[src/rtl/irqc_pkg.sv]
package irqc_pkg;
  localparam int unsigned ADDR_W = 5;
  localparam logic [ADDR_W-1:0] OFF_PEND = 5'h00;
  localparam logic [ADDR_W-1:0] OFF_EN   = 5'h04;
  localparam logic [ADDR_W-1:0] OFF_URG  = 5'h08;
  localparam logic [ADDR_W-1:0] OFF_POL  = 5'h0C;
  localparam logic [ADDR_W-1:0] OFF_TRIG = 5'h10;
  localparam logic [ADDR_W-1:0] OFF_MSK  = 5'h14;
endpackage

[src/rtl/irqc_detect.sv]
module irqc_detect #(
  parameter int unsigned NSRC   = 32,
  parameter int unsigned STAGES = 2
) (
  input  logic            clk,
  input  logic            rst,
  input  logic [NSRC-1:0] raw_i,
  input  logic [NSRC-1:0] pol_i,
  input  logic [NSRC-1:0] trig_i,
  output logic [NSRC-1:0] lvl_set_o,
  output logic [NSRC-1:0] edg_set_o
);
  logic [NSRC-1:0] stg [STAGES];
  logic [NSRC-1:0] act;
  logic [NSRC-1:0] prev_q;

  always_ff @(posedge clk) begin
    if (rst) stg[0] <= '0;
    else     stg[0] <= raw_i;
  end

  for (genvar s = 1; s < STAGES; s++) begin : g_sync
    always_ff @(posedge clk) begin
      if (rst) stg[s] <= '0;
      else     stg[s] <= stg[s-1];
    end
  end

  // polarity applied before edge compare: 1 = high/rising, 0 = low/falling
  assign act = ~(stg[STAGES-1] ^ pol_i);

  always_ff @(posedge clk) begin
    if (rst) prev_q <= '0;
    else     prev_q <= act;
  end

  assign lvl_set_o = act & ~trig_i;
  assign edg_set_o = act & ~prev_q & trig_i;


  edge_single_chk: assert property (@(posedge clk) disable iff (rst)
    (edg_set_o & $past(edg_set_o)) == '0);
endmodule

[src/rtl/irqc_regs.sv]
module irqc_regs
  import irqc_pkg::*;
#(
  parameter int unsigned NSRC = 32
) (
  input  logic              clk,
  input  logic              rst,
  input  logic              we_i,
  input  logic [ADDR_W-1:0] addr_i,
  input  logic [NSRC-1:0]   wdata_i,
  input  logic [NSRC-1:0]   lvl_set_i,
  input  logic [NSRC-1:0]   edg_set_i,
  output logic [NSRC-1:0]   pend_o,
  output logic [NSRC-1:0]   en_o,
  output logic [NSRC-1:0]   urg_o,
  output logic [NSRC-1:0]   pol_o,
  output logic [NSRC-1:0]   trig_o,
  output logic [NSRC-1:0]   rdata_o
);
  logic [NSRC-1:0] clr;
  logic [NSRC-1:0] pend_n;

  // clear beats a level set (it re-sets next cycle); an edge set beats the clear
  assign clr    = (we_i && addr_i == OFF_PEND) ? wdata_i : '0;
  assign pend_n = (pend_o & ~clr) | (lvl_set_i & ~clr) | edg_set_i;

  always_ff @(posedge clk) begin
    if (rst) begin
      pend_o <= '0;
      en_o   <= '0;
      urg_o  <= '0;
      pol_o  <= '1;
      trig_o <= '1;
    end else begin
      pend_o <= pend_n;
      if (we_i) begin
        unique case (addr_i)
          OFF_EN:   en_o   <= wdata_i;
          OFF_URG:  urg_o  <= wdata_i;
          OFF_POL:  pol_o  <= wdata_i;
          OFF_TRIG: trig_o <= wdata_i;
          default:  ;
        endcase
      end
    end
  end

  always_ff @(posedge clk) begin
    if (rst) rdata_o <= '0;
    else begin
      unique case (addr_i)
        OFF_PEND: rdata_o <= pend_o;
        OFF_EN:   rdata_o <= en_o;
        OFF_URG:  rdata_o <= urg_o;
        OFF_POL:  rdata_o <= pol_o;
        OFF_TRIG: rdata_o <= trig_o;
        OFF_MSK:  rdata_o <= pend_o & en_o;
        default:  rdata_o <= '0;
      endcase
    end
  end


  w1c_clear_chk: assert property (@(posedge clk) disable iff (rst)
    (we_i && addr_i == OFF_PEND) |=> (pend_o & $past(wdata_i & ~edg_set_i)) == '0);

  reset_cfg_chk: assert property (@(posedge clk)
    rst |=> (pol_o == '1 && trig_o == '1 && pend_o == '0 && en_o == '0));
endmodule

[src/rtl/irqc_resolve.sv]
module irqc_resolve #(
  parameter int unsigned NSRC = 32,
  localparam int unsigned ID_W = $clog2(NSRC)
) (
  input  logic            clk,
  input  logic            rst,
  input  logic [NSRC-1:0] masked_i,
  output logic [ID_W-1:0] id_o,
  output logic            none_o
);
  logic [ID_W-1:0] id_c;

  always_comb begin
    id_c = '0;
    for (int j = NSRC - 1; j >= 0; j--) begin
      if (masked_i[j]) id_c = ID_W'(NSRC - 1 - j);
    end
  end

  always_ff @(posedge clk) begin
    if (rst) begin
      id_o   <= '0;
      none_o <= 1'b1;
    end else begin
      id_o   <= id_c;
      none_o <= (masked_i == '0);
    end
  end


  none_empty_chk: assert property (@(posedge clk) disable iff (rst)
    none_o |-> $past(masked_i) == '0);

  some_nonempty_chk: assert property (@(posedge clk) disable iff (rst)
    !none_o |-> $past(masked_i) != '0);
endmodule

[src/rtl/irq_steer_ctrl.sv]
module irq_steer_ctrl
  import irqc_pkg::*;
#(
  parameter int unsigned NSRC     = 32,
  parameter int unsigned STAGES   = 2,
  parameter int unsigned CASC_SRC = 31,
  localparam int unsigned ID_W    = $clog2(NSRC)
) (
  input  logic              clk,
  input  logic              rst,
  input  logic [NSRC-1:0]   irq_in,
  input  logic              casc_in,
  input  logic              reg_we,
  input  logic [ADDR_W-1:0] reg_addr,
  input  logic [NSRC-1:0]   reg_wdata,
  output logic [NSRC-1:0]   reg_rdata,
  output logic              irq_norm_o,
  output logic              irq_crit_o,
  output logic [ID_W-1:0]   pend_id_o,
  output logic              pend_none_o
);
  localparam int unsigned CASC_BIT = NSRC - 1 - CASC_SRC;

  logic [NSRC-1:0] raw, lvl_set, edg_set;
  logic [NSRC-1:0] pend, en, urg, pol, trig, masked;

  for (genvar i = 0; i < NSRC; i++) begin : g_raw
    if (i == CASC_BIT) begin : g_casc
      assign raw[i] = irq_in[i] | casc_in;
    end else begin : g_plain
      assign raw[i] = irq_in[i];
    end
  end

  irqc_detect #(.NSRC(NSRC), .STAGES(STAGES)) detect_i (
    .clk(clk), .rst(rst), .raw_i(raw), .pol_i(pol), .trig_i(trig),
    .lvl_set_o(lvl_set), .edg_set_o(edg_set));

  irqc_regs #(.NSRC(NSRC)) regs_i (
    .clk(clk), .rst(rst), .we_i(reg_we), .addr_i(reg_addr), .wdata_i(reg_wdata),
    .lvl_set_i(lvl_set), .edg_set_i(edg_set), .pend_o(pend), .en_o(en),
    .urg_o(urg), .pol_o(pol), .trig_o(trig), .rdata_o(reg_rdata));

  assign masked = pend & en;

  irqc_resolve #(.NSRC(NSRC)) resolve_i (
    .clk(clk), .rst(rst), .masked_i(masked), .id_o(pend_id_o), .none_o(pend_none_o));

  always_ff @(posedge clk) begin
    if (rst) begin
      irq_norm_o <= 1'b0;
      irq_crit_o <= 1'b0;
    end else begin
      irq_norm_o <= |(masked & ~urg);
      irq_crit_o <= |(masked & urg);
    end
  end


  crit_src_chk: assert property (@(posedge clk) disable iff (rst)
    irq_crit_o |-> $past(|(pend & en & urg)));

  norm_gate_chk: assert property (@(posedge clk) disable iff (rst)
    (en == '0) |=> !irq_norm_o && !irq_crit_o);

  norm_nocrit_chk: assert property (@(posedge clk) disable iff (rst)
    (urg == '1) |=> !irq_norm_o);
endmodule

[config.mk]
export PLATFORM = sky130hd
export DESIGN_NAME = irq_steer_ctrl
export DESIGN_NICKNAME = d
export VERILOG_FILES = /design/src/rtl/irqc_pkg.sv /design/src/rtl/irqc_detect.sv /design/src/rtl/irqc_regs.sv /design/src/rtl/irqc_resolve.sv /design/src/rtl/irq_steer_ctrl.sv
export SDC_FILE = /design/constraint.sdc
export NUM_CORES = 1
export LEC_CHECK = 0
export BUFFER_PORTS_ARGS = -buffer_cell sky130_fd_sc_hd__buf_2
export CAP_MARGIN = 20
export CORE_MARGIN = 2
export CORE_UTILIZATION = 40
export DETAILED_ROUTE_END_ITERATION = 8
export PLACE_DENSITY = 0.61
export SLEW_MARGIN = 0
export SYNTH_ARGS = -nofsm -noshare
export SYNTH_HDL_FRONTEND = slang
export SYNTH_SLANG_ARGS = --single-unit
[constraint.sdc]
create_clock -name clk -period 3 [get_ports clk]
set_input_delay 0.6 -clock clk [delete_from_list [all_inputs] [get_ports clk]]
set_output_delay 0.6 -clock clk [all_outputs]
set_load 0.005 [all_outputs]
==> results of run 1 <==
==> through the flow <==
step | total power (uW) | hold slack, ns | instance area (um2) | std cells
after CTS | 8800 | 0.221 | 14200 | 1852
after floorplan | 4500 | 0.414 | 12200 | 1354
after detailed placement | 4690 | 0.420 | 13100 | 1794
final | 8720 | 0.235 | 14200 | 1853
after global routing | 9010 | 0.239 | 14200 | 1852
after global placement | 4670 | 0.419 | 13100 | 1794
==> sequential cells by signal (all words and copies together) (netlist names) <==
name / cells
detect_i.stg: 64
detect_i.prev_q: 32
regs_i.en_o: 32
regs_i.pend_o: 32
regs_i.pol_o: 32
regs_i.rdata_o: 32
regs_i.trig_o: 32
regs_i.urg_o: 32
resolve_i.id_o: 5
irq_crit_o: 1
irq_norm_o: 1
resolve_i.none_o: 1
==> power by group <==
| part | internal, uW | switching [uW] | total [uW] |
|---|---|---|---|
| clock | 2530 | 1580 | 4110 |
| combinational | 218 | 262 | 480 |
| sequential | 4040 | 87.5 | 4130 |
==> cell usage after synthesis, types with 2 or more instances <==
| library cell | instances |
|---|---|
| xor2_1 | 32 |
| nand2_1 | 233 |
| nor2b_1 | 128 |
| a31oi_1 | 2 |
| dfxtp_1 | 296 |
| a211oi_1 | 3 |
| and3_1 | 4 |
| a211o_1 | 64 |
| a41oi_1 | 2 |
| buf_4 | 8 |
| a32o_1 | 3 |
| nand3b_1 | 2 |
| o21ai_1 | 35 |
| o221ai_1 | 4 |
| and2_1 | 2 |
| clkbuf_1 | 57 |
| nand2b_1 | 32 |
| o22a_1 | 4 |
| a32oi_1 | 34 |
| mux2_1 | 26 |
| buf_6 | 3 |
| and3b_1 | 3 |
| a22oi_1 | 5 |
| nand4_1 | 8 |
| nor2_1 | 70 |
| nor4_1 | 2 |
| buf_2 | 17 |
| or3b_2 | 32 |
| o22ai_1 | 9 |
| mux2_2 | 38 |
| nand3_1 | 40 |
| nor3_1 | 6 |
| a22o_1 | 4 |
| a21oi_1 | 134 |
==> kinds of logic after synthesis <==
logic type                Yosys count
AOI/OAI and AO/OA                 310
buffers and inverters              86
and+or+nand+nor                   566
xor gates and xnor gates           32
muxes                              64
DFF                               296
==> per-layer routing <==
layer	share of wire	GRT usage	up-vias	routed length, um
met1	0.48	0.281	4662	15500
met2	0.45	0.317	257	14400
li1	-	-	4878	-
met3	0.047	0.0267	48	1520
met5	0	0	-	0
met4	0.025	0.0613	0	798
==> worst register-to-register path, stage by stage, from the launching register on <==
cell and delay (ns):
dfxtp_1 0.38, a22oi_1 0.36, and3_1 0.26, nand2_1 0.06, nor3_1 0.38, a41o_1 0.31
==> cell type report <==
class | instances | area, um2
clock inverter | 19 | 259
tap | 390 | 488
fill | 2841 | 15700
antenna | 1 | 2.50
timing repair buffer | 135 | 767
clock buffer | 39 | 856
multi-input combinational | 972 | 5920
inverter | 1 | 3.75
sequential | 296 | 5930
==> path summary, 6_finish.rpt <==
kind	from	endpoint	slack, ns	cells past startpoint
hold / removal	irq_in[0]	detect_i.stg[0][0]	0.23	3
setup / recovery	reg_addr[1]	regs_i.en_o[1]	1.10	8
setup reg to reg	regs_i.pend_o[3]	resolve_i.none_o	1.17	5
hold reg to reg	detect_i.stg[0][25]	detect_i.stg[1][25]	0.43	1
==> metrics, run 1 <==
status=completed; Synth Area in Compound Gates=0.167; critical path type=in -> reg; commonest cells after routing, fill and taps aside=dfxtp_1 (296), nand2_1 (233), a21oi_1 (134), nor2b_1 (128), buf_2 (111); largest family of logic cells by synthesized area=simple AND/OR/NAND/NOR gates; Final Hold Fails=0; area leader, netlist=dfxtp_1; Max H-tree Level=1; largest net degree at the start of global routing=131; Root Buffer=clkbuf_16; Worst setup SP type=input pin; Setup Viol. Count Final=0; grt ovf=0; Clk Latency, worst-skew pair=0.56 ns; max cap viols=0; top-area cell type share of the netlist area=0.485; setup bufs post-CTS=0; RePlAce Congestion=0.875; post-layout min period=1.90 ns; Detail Route Antenna Nets=0; Worst Setup End Kind=flip-flop; relative slew slack=0.534; Cell Area, Synth=12200 um2; nets@finish=1510; xor and xnor area share after synthesis=0.0229; RSZ-0062 raised after global routing=false; worst setup margin=1.10 ns; global-route wire length before repair=51.1 mm; Synth Area in Simple Gates=0.233; crit path buf inv count=3; HPWL Detailed=21.9 mm; routed length per instance=17.4 um; Layout area overhead=16.4%; max incr delay on CP=0.40 ns; pwr dens=613 nW/um2; clk_skew=0.0180 ns; DRT Wirelength=32.2 mm; hold_buf cts=0; critical path cell sequence=buf_2, nor3_1, and2_1, buf_4, and3b_1, buf_4, nand2_1, a21oi_1; syn nets=1427; multiplexer share of the synthesized area=0.0590; Seq/Total Area, Yosys=0.485; Crit Path Max Fanout=21; post-CTS sizing=0; deepest clock path buffer count=3; Async S/R FF share, synth=0; fmax=527 MHz; predominant post-synthesis flop cell=dfxtp_1; share of post-route cells with drive strength above 1=0.181; GRT Util Overall=0.199; Hold Path Class=in -> reg; CORE AREA=29900 um2; Synth Area in Adders=0; post-synthesis register bit count=296; CP max-delay cell=nor3_1; # rows=63; Slew @ Worst Pin=0.698 ns; die area=31900 um2; Synth area leaders=dfxtp_1 (49%), nand2_1 (7.2%), nor2b_1 (6.6%); Cells after Synth=1354; Max VDD drop=0.445 mV; setup_tns=0 ns; vias in the first global route=9145; commonest non-fill, non-tap cell in the layout=dfxtp_1; number of synthesized flops with an enable pin=0; Die H=179 um; routed vias/inst=5.31; Reg clk slew, reported paths=0.06 ns; Worst path top cell family by delay=simple AND/OR/NAND/NOR gates; dpl ws=0.580 ns; Ys Warns=0; CTS Sinks=296; final slew viol count=0; critical path's most frequent cell=buf_4; DRT iter0 DRCs=837; initial cell density of the core=0.409; drt first pass iters=5; io pins=113; Finished Core Util=0.476; # DRC=0; CTS tree=yes; DR vias=9845; crit path DAT=2.39 ns; CTS buffer count=31; antenna violations before repair=1; Req. time, crit path=3.49 ns; syn_area_per_cell=9.02 um2; synth unique cells=46; I/O Buffers=112; crit share post-route=0.633; Chip Width=179 um; P_leak=0.00511 uW
Note: power is estimated with default switching activity, not from simulation.
==> inputs of run 2 (changes only) <==
--- a/config.mk
+++ b/config.mk
@@ -5,12 +5,13 @@
 export SDC_FILE = /design/constraint.sdc
 export NUM_CORES = 1
 export LEC_CHECK = 0
+export ABC_AREA = 1
 export BUFFER_PORTS_ARGS = -buffer_cell sky130_fd_sc_hd__buf_2
 export CAP_MARGIN = 20
 export CORE_MARGIN = 2
 export CORE_UTILIZATION = 40
 export DETAILED_ROUTE_END_ITERATION = 8
-export PLACE_DENSITY = 0.61
+export PLACE_DENSITY = 0.62
 export SLEW_MARGIN = 0
 export SYNTH_ARGS = -nofsm -noshare
 export SYNTH_HDL_FRONTEND = slang
==> constraint.sdc (replaced) <==
create_clock -name clk -period 1.9 [get_ports clk]
set_input_delay 0.38 -clock clk [delete_from_list [all_inputs] [get_ports clk]]
set_output_delay 0.38 -clock clk [all_outputs]
set_load 0.005 [all_outputs]
==> run 2 against run 1 <==
  * Sequential power rose by 57%
  * Cell area rose by 0.11%
  * Register-to-register slack got worse by 1.3 ns
  * Setup slack got worse by 1.2 ns
  * Total power rose by 52%
  * Clock power rose by 46%
  * Critical path depth rose by 24
  * Critical path type is now reg -> reg
  * Global-route usage rose by 0.24 points
  * The run now ends with negative setup slack left
==> metrics, run 2 <==
status=finished with violations; failing checks=negative setup slack; most frequent cell after synthesis=dfxtp_1; critical path's most frequent cell=nand2_1; max incr delay on CP=0.32 ns; syn nets=1599; Hold Path Class=in -> reg; deepest clock path buffer count=3; P_leak=0.00651 uW; vias in the first global route=9869; Setup Viol. Count Final=1; die area=30600 um2; Crit Path Max Fanout=2; synth unique cells=30; DR vias=10317; max cap viols=0; clk_skew=0.0153 ns; critical path startpoint=regs_i.en_o[30]; HPWL Detailed=21.2 mm; Die H=175 um; Cell Area, Synth=11700 um2; Chip Width=175 um; RSZ-0062 raised after global routing=true; Ys Warns=0; syn_area_per_cell=7.67 um2; Cells after Synth=1526; CORE AREA=28800 um2; commonest non-fill, non-tap cell in the layout=dfxtp_1; # rows=62; io pins=113; Final Hold Fails=0; Worst Setup End Kind=flip-flop; Reg clk slew, reported paths=0.06 ns; CTS tree=yes; largest net degree at the start of global routing=80; crit path DAT=2.48 ns; commonest cells after routing, fill and taps aside=dfxtp_1 (294), inv_1 (245), nor2_1 (196), a21oi_1 (170), o21ai_1 (124); CP max-delay cell=dfxtp_2; Detail Route Antenna Nets=0; max reg flops=64; DRT iter0 DRCs=712; Seq/Total Area, Yosys=0.506; number of synthesized flops with an enable pin=0; relative slew slack=0.563; RR Startpoint=regs_i.en_o[30]; antenna violations before repair=0; min-delay src=irq_in[6]; Slew @ Worst Pin=0.639 ns; Max H-tree Level=1; top-area cell type share of the netlist area=0.506; critical path type=reg -> reg; Worst setup SP type=flip-flop; Finished Core Util=0.495; drt first pass iters=6; Clk Latency, worst-skew pair=0.56 ns; # DRC=0; routed vias/inst=4.98; Biggest register=detect_i.stg; I/O Buffers=112; n_diodes=0; share of post-route cells with drive strength above 1=0.168; setup bufs post-CTS=0; worst setup margin=-0.147 ns; initial cell density of the core=0.407; grt ovf=0; pwr dens=933 nW/um2; worst hold slack=0.0253 ns; predominant post-synthesis flop cell=dfxtp_1; Async S/R FF share, synth=0; post-layout min period=2.05 ns; Req. time, crit path=2.33 ns; Synth area leaders=dfxtp_1 (51%), inv_1 (7.9%), a21oi_1 (7.3%); CTS Sinks=296; post-synthesis register bit count=296; area leader, netlist=dfxtp_1; RePlAce Congestion=0.845; routed length per instance=15.0 um; Root Buffer=clkbuf_16; Layout area overhead=21.7%; GRT Util Overall=0.202; DRT Wirelength=31.1 mm; nets@finish=1736; CTS buffer count=31; crit share post-route=1.08; fmax=489 MHz; Synth top cells by count=dfxtp_1 (296), inv_1 (245), nor2_1 (198); global-route wire length before repair=50.3 mm; final slew viol count=0; Max VDD drop=0.757 mV
-- run 2: changes by cell type after synthesis, sizes merged, moves of 37 or more --
cell,before,now
a211o,64,0
mux2,64,0
nand2,233,138
nor2,70,199
a21oi,134,171
nor3,6,48
inv,1,258
nor2b,128,0
o21ai,36,157
o22ai,9,105
-- run 2: power breakdown --
| part | internal (uW) | total, uW | switching, uW | leakage [uW] |
|---|---|---|---|---|
| Sequential | 6390 | 6490 | 90.7 | 0.00241 |
| Clock | 3550 | 5990 | 2440 | 0.000515 |
| Combinational | 310 | 796 | 486 | 0.00358 |
-- run 2: layout make-up --
cell class | count | area (um2)
Clock buffer | 42 | 897
Tap cell | 384 | 480
Inverter | 260 | 976
Clock inverter | 14 | 126
Multi-Input combinational cell | 894 | 4570
Timing Repair Buffer | 180 | 1250
Sequential cell | 296 | 5930
Fill cell | 2813 | 14500
-- run 2: stage by stage --
| step | power (uW) | instance area, um2 | TNS, ns | std cells | setup WS, ns |
|---|---|---|---|---|---|
| floorplan | 7080 | 11700 | 0 | 1526 | 0.0120 |
| global placement | 7390 | 13200 | -0.370 | 2013 | -0.161 |
| detailed placement | 7410 | 13200 | -0.322 | 2013 | -0.143 |
| CTS | 13400 | 14200 | -0.129 | 2070 | -0.129 |
| global route | 13800 | 14200 | -0.622 | 2070 | -0.479 |
| finish | 13300 | 14200 | -0.147 | 2070 | -0.147 |
-- run 2: what timing repair did --
item | CTS | global route
pin swaps | 1 | 2
hold buffers | 1 | 0
gates resized for setup | 4 | 6
endpoints found under the hold margin | 1 | 0
endpoints found under the setup margin | 2 | 3
-- run 2: cell families after synthesis --
logic type                count (synthesis)  synth area share
DFF                                     296             0.506
buffers and inverters                   336             0.108
and+or+nand+nor                         409             0.151
AOI/OAI and AO/OA                       453             0.211
xor gates and xnor gates                 32            0.0240
-- run 2: critical path: cells and delay by family (launching register included) --
kind                   cells  cell delay [ns]
DFF                        1             0.32
AOI/OAI and AO/OA          1             0.05
and+or+nand+nor           30             1.52
buffers and inverters      1             0.03
-- run 2: layer usage --
metal | global-route usage | wire (um) | part of all wire | up-vias
li1 | - | - | - | 5252
met1 | 0.273 | 14400 | 0.46 | 4740
met2 | 0.337 | 14100 | 0.45 | 277
met3 | 0.0296 | 1910 | 0.062 | 48
met4 | 0.0538 | 729 | 0.023 | 0
met5 | 0 | 0 | 0 | -
-- run 2: final timing paths --
kind / end / slack (ns) / cells after the start
setup / recovery: resolve_i.id_o[0] / -0.15 / 32
setup reg to reg: resolve_i.id_o[0] / -0.15 / 32
hold / removal: detect_i.stg[0][6] / 0.03 / 3
hold reg to reg: detect_i.stg[1][3] / 0.40 / 2
